`config.mk`:
```
export PLATFORM = sky130hd
export DESIGN_NAME = echo_analyzer
export DESIGN_NICKNAME = d
export VERILOG_FILES = /design/src/rtl/echo_pkg.sv /design/src/rtl/echo_sample_fetch.sv /design/src/rtl/echo_level_cmp.sv /design/src/rtl/echo_dist_scaler.sv /design/src/rtl/echo_analyzer.sv
export SDC_FILE = /design/constraint.sdc
export NUM_CORES = 1
export LEC_CHECK = 0
export BUFFER_PORTS_ARGS = -buffer_cell sky130_fd_sc_hd__buf_2
export CORE_MARGIN = 8
export CORE_UTILIZATION = 54
export DETAILED_ROUTE_END_ITERATION = 6
export PLACE_DENSITY_LB_ADDON = 0.25
export SLEW_MARGIN = 40
export SYNTH_ARGS = -nofsm -noshare
export SYNTH_HDL_FRONTEND = slang
export SYNTH_SLANG_ARGS = --single-unit
```
`constraint.sdc`:
```
create_clock -name clk -period 27 [get_ports clk]
set_clock_uncertainty 0.15 [all_clocks]
set_input_delay 1.35 -clock clk [delete_from_list [all_inputs] [get_ports clk]]
set_output_delay 1.35 -clock clk [all_outputs]
set_load 0.01 [all_outputs]
```
`src/rtl/echo_pkg.sv`:
```
package echo_pkg;

    typedef enum logic [1:0] {
        FAULT_NONE  = 2'b00,
        FAULT_OPEN  = 2'b01,
        FAULT_SHORT = 2'b10,
        FAULT_RANGE = 2'b11
    } fault_e;

    typedef enum logic [2:0] {
        ST_IDLE,
        ST_SEEK_LAUNCH,
        ST_SETTLE,
        ST_SEEK_ECHO,
        ST_MEASURE,
        ST_REPORT
    } scan_state_e;

    typedef enum logic {
        SC_IDLE,
        SC_DIVIDE
    } scale_state_e;

endpackage

```
`src/rtl/echo_sample_fetch.sv`:
```
module echo_sample_fetch #(
    parameter int ADDR_W = 10
) (
    input  logic              clk,
    input  logic              rst_n,
    input  logic              go,
    input  logic              halt,
    output logic [ADDR_W-1:0] rd_addr,
    output logic              smp_valid,
    output logic [ADDR_W-1:0] smp_idx,
    output logic              smp_last
);
    localparam logic [ADDR_W-1:0] LAST_IDX = '1;

    logic running;

    // Streams addresses 0..LAST_IDX; data returns one cycle later.
    always_ff @(posedge clk or negedge rst_n) begin
        if (!rst_n) begin
            running   <= 1'b0;
            rd_addr   <= '0;
            smp_valid <= 1'b0;
            smp_idx   <= '0;
        end else if (go) begin
            running   <= 1'b1;
            rd_addr   <= '0;
            smp_valid <= 1'b0;
        end else begin
            smp_valid <= running && !halt;
            smp_idx   <= rd_addr;
            if (halt) begin
                running <= 1'b0;
            end else if (running) begin
                if (rd_addr == LAST_IDX) running <= 1'b0;
                else                     rd_addr <= rd_addr + 1'b1;
            end
        end
    end

    assign smp_last = (smp_idx == LAST_IDX);

endmodule

```
`src/rtl/echo_level_cmp.sv`:
```
module echo_level_cmp #(
    parameter int SAMPLE_W = 8
) (
    input  logic [SAMPLE_W-1:0] sample,
    input  logic [SAMPLE_W-1:0] baseline,
    input  logic [SAMPLE_W-1:0] threshold,
    output logic                above,
    output logic                below
);
    logic signed [SAMPLE_W:0] dev;
    logic signed [SAMPLE_W:0] thr_s;

    always_comb begin
        dev   = $signed({1'b0, sample}) - $signed({1'b0, baseline});
        thr_s = $signed({1'b0, threshold});
        above = (dev > thr_s);
        below = (dev < -thr_s);
    end

endmodule

```
`src/rtl/echo_dist_scaler.sv`:
```
module echo_dist_scaler
    import echo_pkg::*;
#(
    parameter int ADDR_W      = 10,
    parameter int PERIOD_W    = 8,
    parameter int VEL_W       = 12,
    parameter int FRAC_W      = 11,
    parameter int DIST_W      = 10,
    parameter int MIN_M       = 2,
    parameter int MAX_M       = 1000,
    parameter int FINE_STEP   = 2,
    parameter int COARSE_STEP = 10
) (
    input  logic                clk,
    input  logic                rst_n,
    input  logic                start,
    input  logic [ADDR_W-1:0]   delay,
    input  logic [PERIOD_W-1:0] period,
    input  logic [VEL_W-1:0]    vel,
    input  logic                coarse,
    output logic                done,
    output logic                in_range,
    output logic [DIST_W-1:0]   dist_m
);
    localparam int ACC_W = ADDR_W + PERIOD_W + VEL_W + 1;
    localparam int RES_W = DIST_W + 1;
    localparam logic [ACC_W-1:0] FINE_Q   = ACC_W'(FINE_STEP) << FRAC_W;
    localparam logic [ACC_W-1:0] COARSE_Q = ACC_W'(COARSE_STEP) << FRAC_W;
    localparam logic [RES_W-1:0] RES_MAX  = RES_W'(MAX_M);
    localparam logic [RES_W-1:0] RES_MIN  = RES_W'(MIN_M);

    scale_state_e     state_q, state_d;
    logic [ACC_W-1:0] acc_q;
    logic [RES_W-1:0] res_q;
    logic             coarse_q;
    logic [ACC_W-1:0] step_q;
    logic [RES_W-1:0] step_m;
    logic [ACC_W-1:0] half_in;
    logic             more;

    always_comb begin
        step_q  = coarse_q ? COARSE_Q : FINE_Q;
        step_m  = coarse_q ? RES_W'(COARSE_STEP) : RES_W'(FINE_STEP);
        half_in = (coarse ? COARSE_Q : FINE_Q) >> 1;
        more    = (acc_q >= step_q) && (res_q <= RES_MAX);
    end

    always_comb begin
        state_d = state_q;
        unique case (state_q)
            SC_IDLE:   if (start) state_d = SC_DIVIDE;
            SC_DIVIDE: if (!more) state_d = SC_IDLE;
            default:   state_d = SC_IDLE;
        endcase
    end

    always_ff @(posedge clk or negedge rst_n) begin
        if (!rst_n) state_q <= SC_IDLE;
        else        state_q <= state_d;
    end

    always_ff @(posedge clk or negedge rst_n) begin
        if (!rst_n) begin
            acc_q    <= '0;
            res_q    <= '0;
            coarse_q <= 1'b0;
            done     <= 1'b0;
            in_range <= 1'b0;
            dist_m   <= '0;
        end else begin
            done <= 1'b0;
            if (state_q == SC_IDLE && start) begin
                acc_q    <= ACC_W'(delay) * ACC_W'(period) * ACC_W'(vel) + half_in;
                res_q    <= '0;
                coarse_q <= coarse;
            end else if (state_q == SC_DIVIDE) begin
                if (more) begin
                    acc_q <= acc_q - step_q;
                    res_q <= res_q + step_m;
                end else begin
                    done     <= 1'b1;
                    in_range <= (res_q >= RES_MIN) && (res_q <= RES_MAX);
                    dist_m   <= ((res_q >= RES_MIN) && (res_q <= RES_MAX))
                                ? res_q[DIST_W-1:0] : '0;
                end
            end
        end
    end

endmodule

```
`src/rtl/echo_analyzer.sv`:
```
module echo_analyzer
    import echo_pkg::*;
#(
    parameter int SAMPLE_W    = 8,
    parameter int ADDR_W      = 10,
    parameter int PERIOD_W    = 8,
    parameter int VEL_W       = 12,
    parameter int FRAC_W      = 11,
    parameter int DIST_W      = 10,
    parameter int MIN_M       = 2,
    parameter int MAX_M       = 1000,
    parameter int FINE_STEP   = 2,
    parameter int COARSE_STEP = 10
) (
    input  logic                clk,
    input  logic                rst_n,
    input  logic                start_i,
    input  logic [SAMPLE_W-1:0] base_i,
    input  logic [SAMPLE_W-1:0] thresh_i,
    input  logic [PERIOD_W-1:0] period_i,
    input  logic [VEL_W-1:0]    vel_i,
    input  logic                coarse_i,
    output logic [ADDR_W-1:0]   rd_addr_o,
    input  logic [SAMPLE_W-1:0] rd_data_i,
    output logic                valid_o,
    output logic [1:0]          fault_o,
    output logic [DIST_W-1:0]   dist_o
);
    scan_state_e       state_q, state_d;
    logic              smp_valid, smp_last;
    logic [ADDR_W-1:0] smp_idx;
    logic              above, below, excursion;
    logic [ADDR_W-1:0] launch_idx_q;
    logic              positive_q;
    logic              go, sc_start, sc_done, sc_in_range;
    logic [DIST_W-1:0] sc_dist;
    logic [ADDR_W-1:0] delay;

    assign go        = start_i && (state_q == ST_IDLE || state_q == ST_REPORT);
    assign excursion = above || below;
    assign sc_start  = (state_q == ST_SEEK_ECHO) && smp_valid && excursion;
    assign delay     = smp_idx - launch_idx_q;

    echo_sample_fetch #(.ADDR_W(ADDR_W)) u_fetch (
        .clk       (clk),
        .rst_n     (rst_n),
        .go        (go),
        .halt      (sc_start),
        .rd_addr   (rd_addr_o),
        .smp_valid (smp_valid),
        .smp_idx   (smp_idx),
        .smp_last  (smp_last)
    );

    echo_level_cmp #(.SAMPLE_W(SAMPLE_W)) u_cmp (
        .sample    (rd_data_i),
        .baseline  (base_i),
        .threshold (thresh_i),
        .above     (above),
        .below     (below)
    );

    echo_dist_scaler #(
        .ADDR_W(ADDR_W), .PERIOD_W(PERIOD_W), .VEL_W(VEL_W), .FRAC_W(FRAC_W),
        .DIST_W(DIST_W), .MIN_M(MIN_M), .MAX_M(MAX_M),
        .FINE_STEP(FINE_STEP), .COARSE_STEP(COARSE_STEP)
    ) u_scale (
        .clk      (clk),
        .rst_n    (rst_n),
        .start    (sc_start),
        .delay    (delay),
        .period   (period_i),
        .vel      (vel_i),
        .coarse   (coarse_i),
        .done     (sc_done),
        .in_range (sc_in_range),
        .dist_m   (sc_dist)
    );

    // Next-state logic
    always_comb begin
        state_d = state_q;
        unique case (state_q)
            ST_IDLE: if (start_i) state_d = ST_SEEK_LAUNCH;
            ST_SEEK_LAUNCH:
                if (smp_valid) begin
                    if (excursion && !smp_last) state_d = ST_SETTLE;
                    else if (smp_last)          state_d = ST_REPORT;
                end
            ST_SETTLE:
                if (smp_valid) begin
                    if (smp_last)        state_d = ST_REPORT;
                    else if (!excursion) state_d = ST_SEEK_ECHO;
                end
            ST_SEEK_ECHO:
                if (smp_valid) begin
                    if (excursion)     state_d = ST_MEASURE;
                    else if (smp_last) state_d = ST_REPORT;
                end
            ST_MEASURE: if (sc_done) state_d = ST_REPORT;
            ST_REPORT:  if (start_i) state_d = ST_SEEK_LAUNCH;
            default:    state_d = ST_IDLE;
        endcase
    end

    // State register
    always_ff @(posedge clk or negedge rst_n) begin
        if (!rst_n) state_q <= ST_IDLE;
        else        state_q <= state_d;
    end

    // Outputs and captured scan data
    always_ff @(posedge clk or negedge rst_n) begin
        if (!rst_n) begin
            launch_idx_q <= '0;
            positive_q   <= 1'b0;
            valid_o      <= 1'b0;
            fault_o      <= FAULT_NONE;
            dist_o       <= '0;
        end else begin
            if (state_q == ST_SEEK_LAUNCH && smp_valid && excursion)
                launch_idx_q <= smp_idx;
            if (sc_start)
                positive_q <= above;
            valid_o <= (state_d == ST_REPORT);
            if (state_q != ST_REPORT && state_d == ST_REPORT) begin
                if (state_q == ST_MEASURE && sc_in_range) begin
                    fault_o <= positive_q ? FAULT_OPEN : FAULT_SHORT;
                    dist_o  <= sc_dist;
                end else if (state_q == ST_MEASURE) begin
                    fault_o <= FAULT_RANGE;
                    dist_o  <= '0;
                end else begin
                    fault_o <= FAULT_NONE;
                    dist_o  <= '0;
                end
            end
        end
    end

endmodule

```
==> qor.txt <==
Post-Syn Area per Cell: 8.89 um2
fin crit share: 0.434
cell area after synthesis: 0.0156 mm2
Critical Path Source Type: flop
ys flop type: dfrtp_1
Die Y: 186 um
Final min period: 11,710 ps
# rows: 62
post-route cell area: 0.0166 mm2
setup bufs post-CTS: 0
vias in the first global route: 12,300
Placer Congestion: 0.863
#FFs+latches synth: 102
commonest non-fill, non-tap cell in the layout: inv_1
most frequent cells in the layout: inv_1 (306), nand2_1 (259), fa_1 (213), ha_1 (165), and2_1 (148)
CP Capture Type: flop
Initial Utilization: 0.547
largest net degree at the start of global routing: 58
critical-path maximum fanout: 12
fmax: 0.0854 GHz
post_cts resized: 0
drt pass-1 iters: 5
Port Buffers: 69
H-Tree Depth: 3
# hold bufs at CTS: 0
die width: 186 um
ranking of synthesized cells by area: fa_1 (27%), dfrtp_1 (16%), ha_1 (13%)
clk buf depth: 2
reg2reg start: u_fetch.smp_idx[0]
Critical Path AT: 11,810 ps
max-cap violation count: 0
CTS Buf Count: 9
Most Frequent Cell on Critical Path: fa_1
Critical Path RT: 27,100 ps
crit path kind: reg2reg
family with the most delay on the worst path: adder cells
worst r2r dst: u_scale.acc_q[29]
slowest CP cell: a21boi_1
unrepaired setup endpoints after global routing: false
Synth Warn #: 0
# IOs: 71
total grt overflow: 0
area share of the leading cell type in the synthesized netlist: 0.273
Bufs and invs on worst path: 7
worst reg-to-reg setup slack: 15,290 ps
drt drc: 0
Detail Placement HPWL: 27,200 um
DIE AREA: 0.0346 mm2
EDFF count, synth: 0
initial drt markers: 578
Yosys cell types: 81
cell taking the most area after synthesis: fa_1
area delta synth->final: 6.54%
clock slew at reported path FFs: 80 ps
Via density: 5.45
TritonCTS clock tree: built
vias after detailed routing: 11,900
initial antenna violation count: 1
cell count after synthesis: 1,755
Worst Hold Launch: u_scale.acc_q[0]
critical path's largest stage delay: 620 ps
post-synthesis sequential area ratio: 0.164
CTS Root Cell: clkbuf_16
final instance count without filler cells: 2,176
WHS Path Cells: 2
gr usage total: 0.205
Clock Latency Late Sink: 350 ps
worst slew pin tran: 750 ps
status: complete, no violations
synthesized net count: 2,181
layout cells sized above 1: 0.0754
Worst Reg-to-Reg Cells: 42
Tightest Hold Check Type: reg2reg
Max-slew headroom: 0.499
Fin Setup TNS: 0 ps
Placement Cell Area: 0.0163 mm2
WHS Endpoint: u_scale.acc_q[0]
clock sinks: 102
Final nets: 2,212
endpoints failing hold: 0
core region area: 0.0285 mm2
async set or reset register ratio after synthesis: 1.00
Final setup violation count: 0
wire per inst: 15.5 um
Cells after DPL: 2,159
first-pass GRT wire length: 58,500 um
final WL: 33,600 um
ANT nets after route: 0
Slew Viols, Final: 0
==> how the worst max path moves through the flow <==
stage,startpoint,to,depth (start not counted)
2_1_floorplan,u_fetch.smp_idx[0],u_scale.acc_q[29],42
3_3_place_gp,u_fetch.smp_idx[0],u_scale.acc_q[29],40
3_5_place_dp,u_fetch.smp_idx[0],u_scale.acc_q[29],40
4_1_cts,u_fetch.smp_idx[0],u_scale.acc_q[29],40
5_1_grt,u_fetch.smp_idx[0],u_scale.acc_q[29],42
6_report,u_fetch.smp_idx[0],u_scale.acc_q[29],42
==> state kept, by name (all words and copies together), names as in the netlist <==
name	count
u_scale.state_q	1
u_fetch.rd_addr	10
u_scale.coarse_q	1
u_scale.in_range	1
u_fetch.smp_idx	10
u_scale.res_q	10
u_scale.acc_q	31
valid_o	1
state_q	3
u_scale.done	1
dist_o	9
u_fetch.smp_valid	1
u_scale.dist_m	9
u_fetch.running	1
fault_o	2
launch_idx_q	10
positive_q	1
==> logic make-up (layout without fill, tap and decap cells) <==
kind of cell | Yosys count | count (layout) | synth area share
buffers and inverters | 362 | 398 | 0.0879
and+or+nand+nor | 601 | 601 | 0.192
DFF | 102 | 102 | 0.164
AOI/OAI and AO/OA | 220 | 220 | 0.0961
other | 1 | 2 | 0.000240
adders and majority gates | 378 | 378 | 0.406
xor gates and xnor gates | 66 | 66 | 0.0370
muxes | 25 | 25 | 0.0172
==> worst min-delay path, delay by kind of cell (launching register included) <==
kind | cells | cell delay (ps)
simple gates | 2 | 100
flops | 1 | 340
==> routing by layer <==
layer | track usage | wire (um) | vias to the layer above
li1 | - | - | 5664
met1 | 0.272 | 14700 | 5880
met2 | 0.352 | 16700 | 275
met3 | 0.0250 | 1620 | 46
met4 | 0.0543 | 586 | 0
met5 | 0 | 0 | -
==> final cells by class <==
class | instances | area (um2)
repair buffers | 76 | 398
clock inverters | 7 | 55.1
well taps | 384 | 480
multi-input cells | 1291 | 11800
clock buffers | 9 | 225
inverters | 306 | 1150
diodes | 1 | 2.50
fillers | 2568 | 11900
flip-flops and latches | 102 | 2550
==> cells in the mapped netlist, drive strengths merged (17+ instances only) <==
cell type	count
inv	306
nand2	260
fa	213
ha	165
and2	148
dfrtp	102
o21ai	62
clkbuf	51
nor2	51
a21oi	49
xnor2	33
xor2	33
nor3	21
nand3	19
nor2b	17
==> through the flow <==
stage	hold slack, ps	utilization	setup slack, ps
3_3_place_gp	312	0.570	15540
5_1_grt	342	0.582	14570
3_5_place_dp	312	0.572	15310
4_1_cts	331	0.582	15250
2_1_floorplan	289	-	16560
6_report	324	0.582	15290
Power is left out: the tool's default activity adds up to more than one toggle a clock period on the data nets, which glitch-free logic cannot reach.
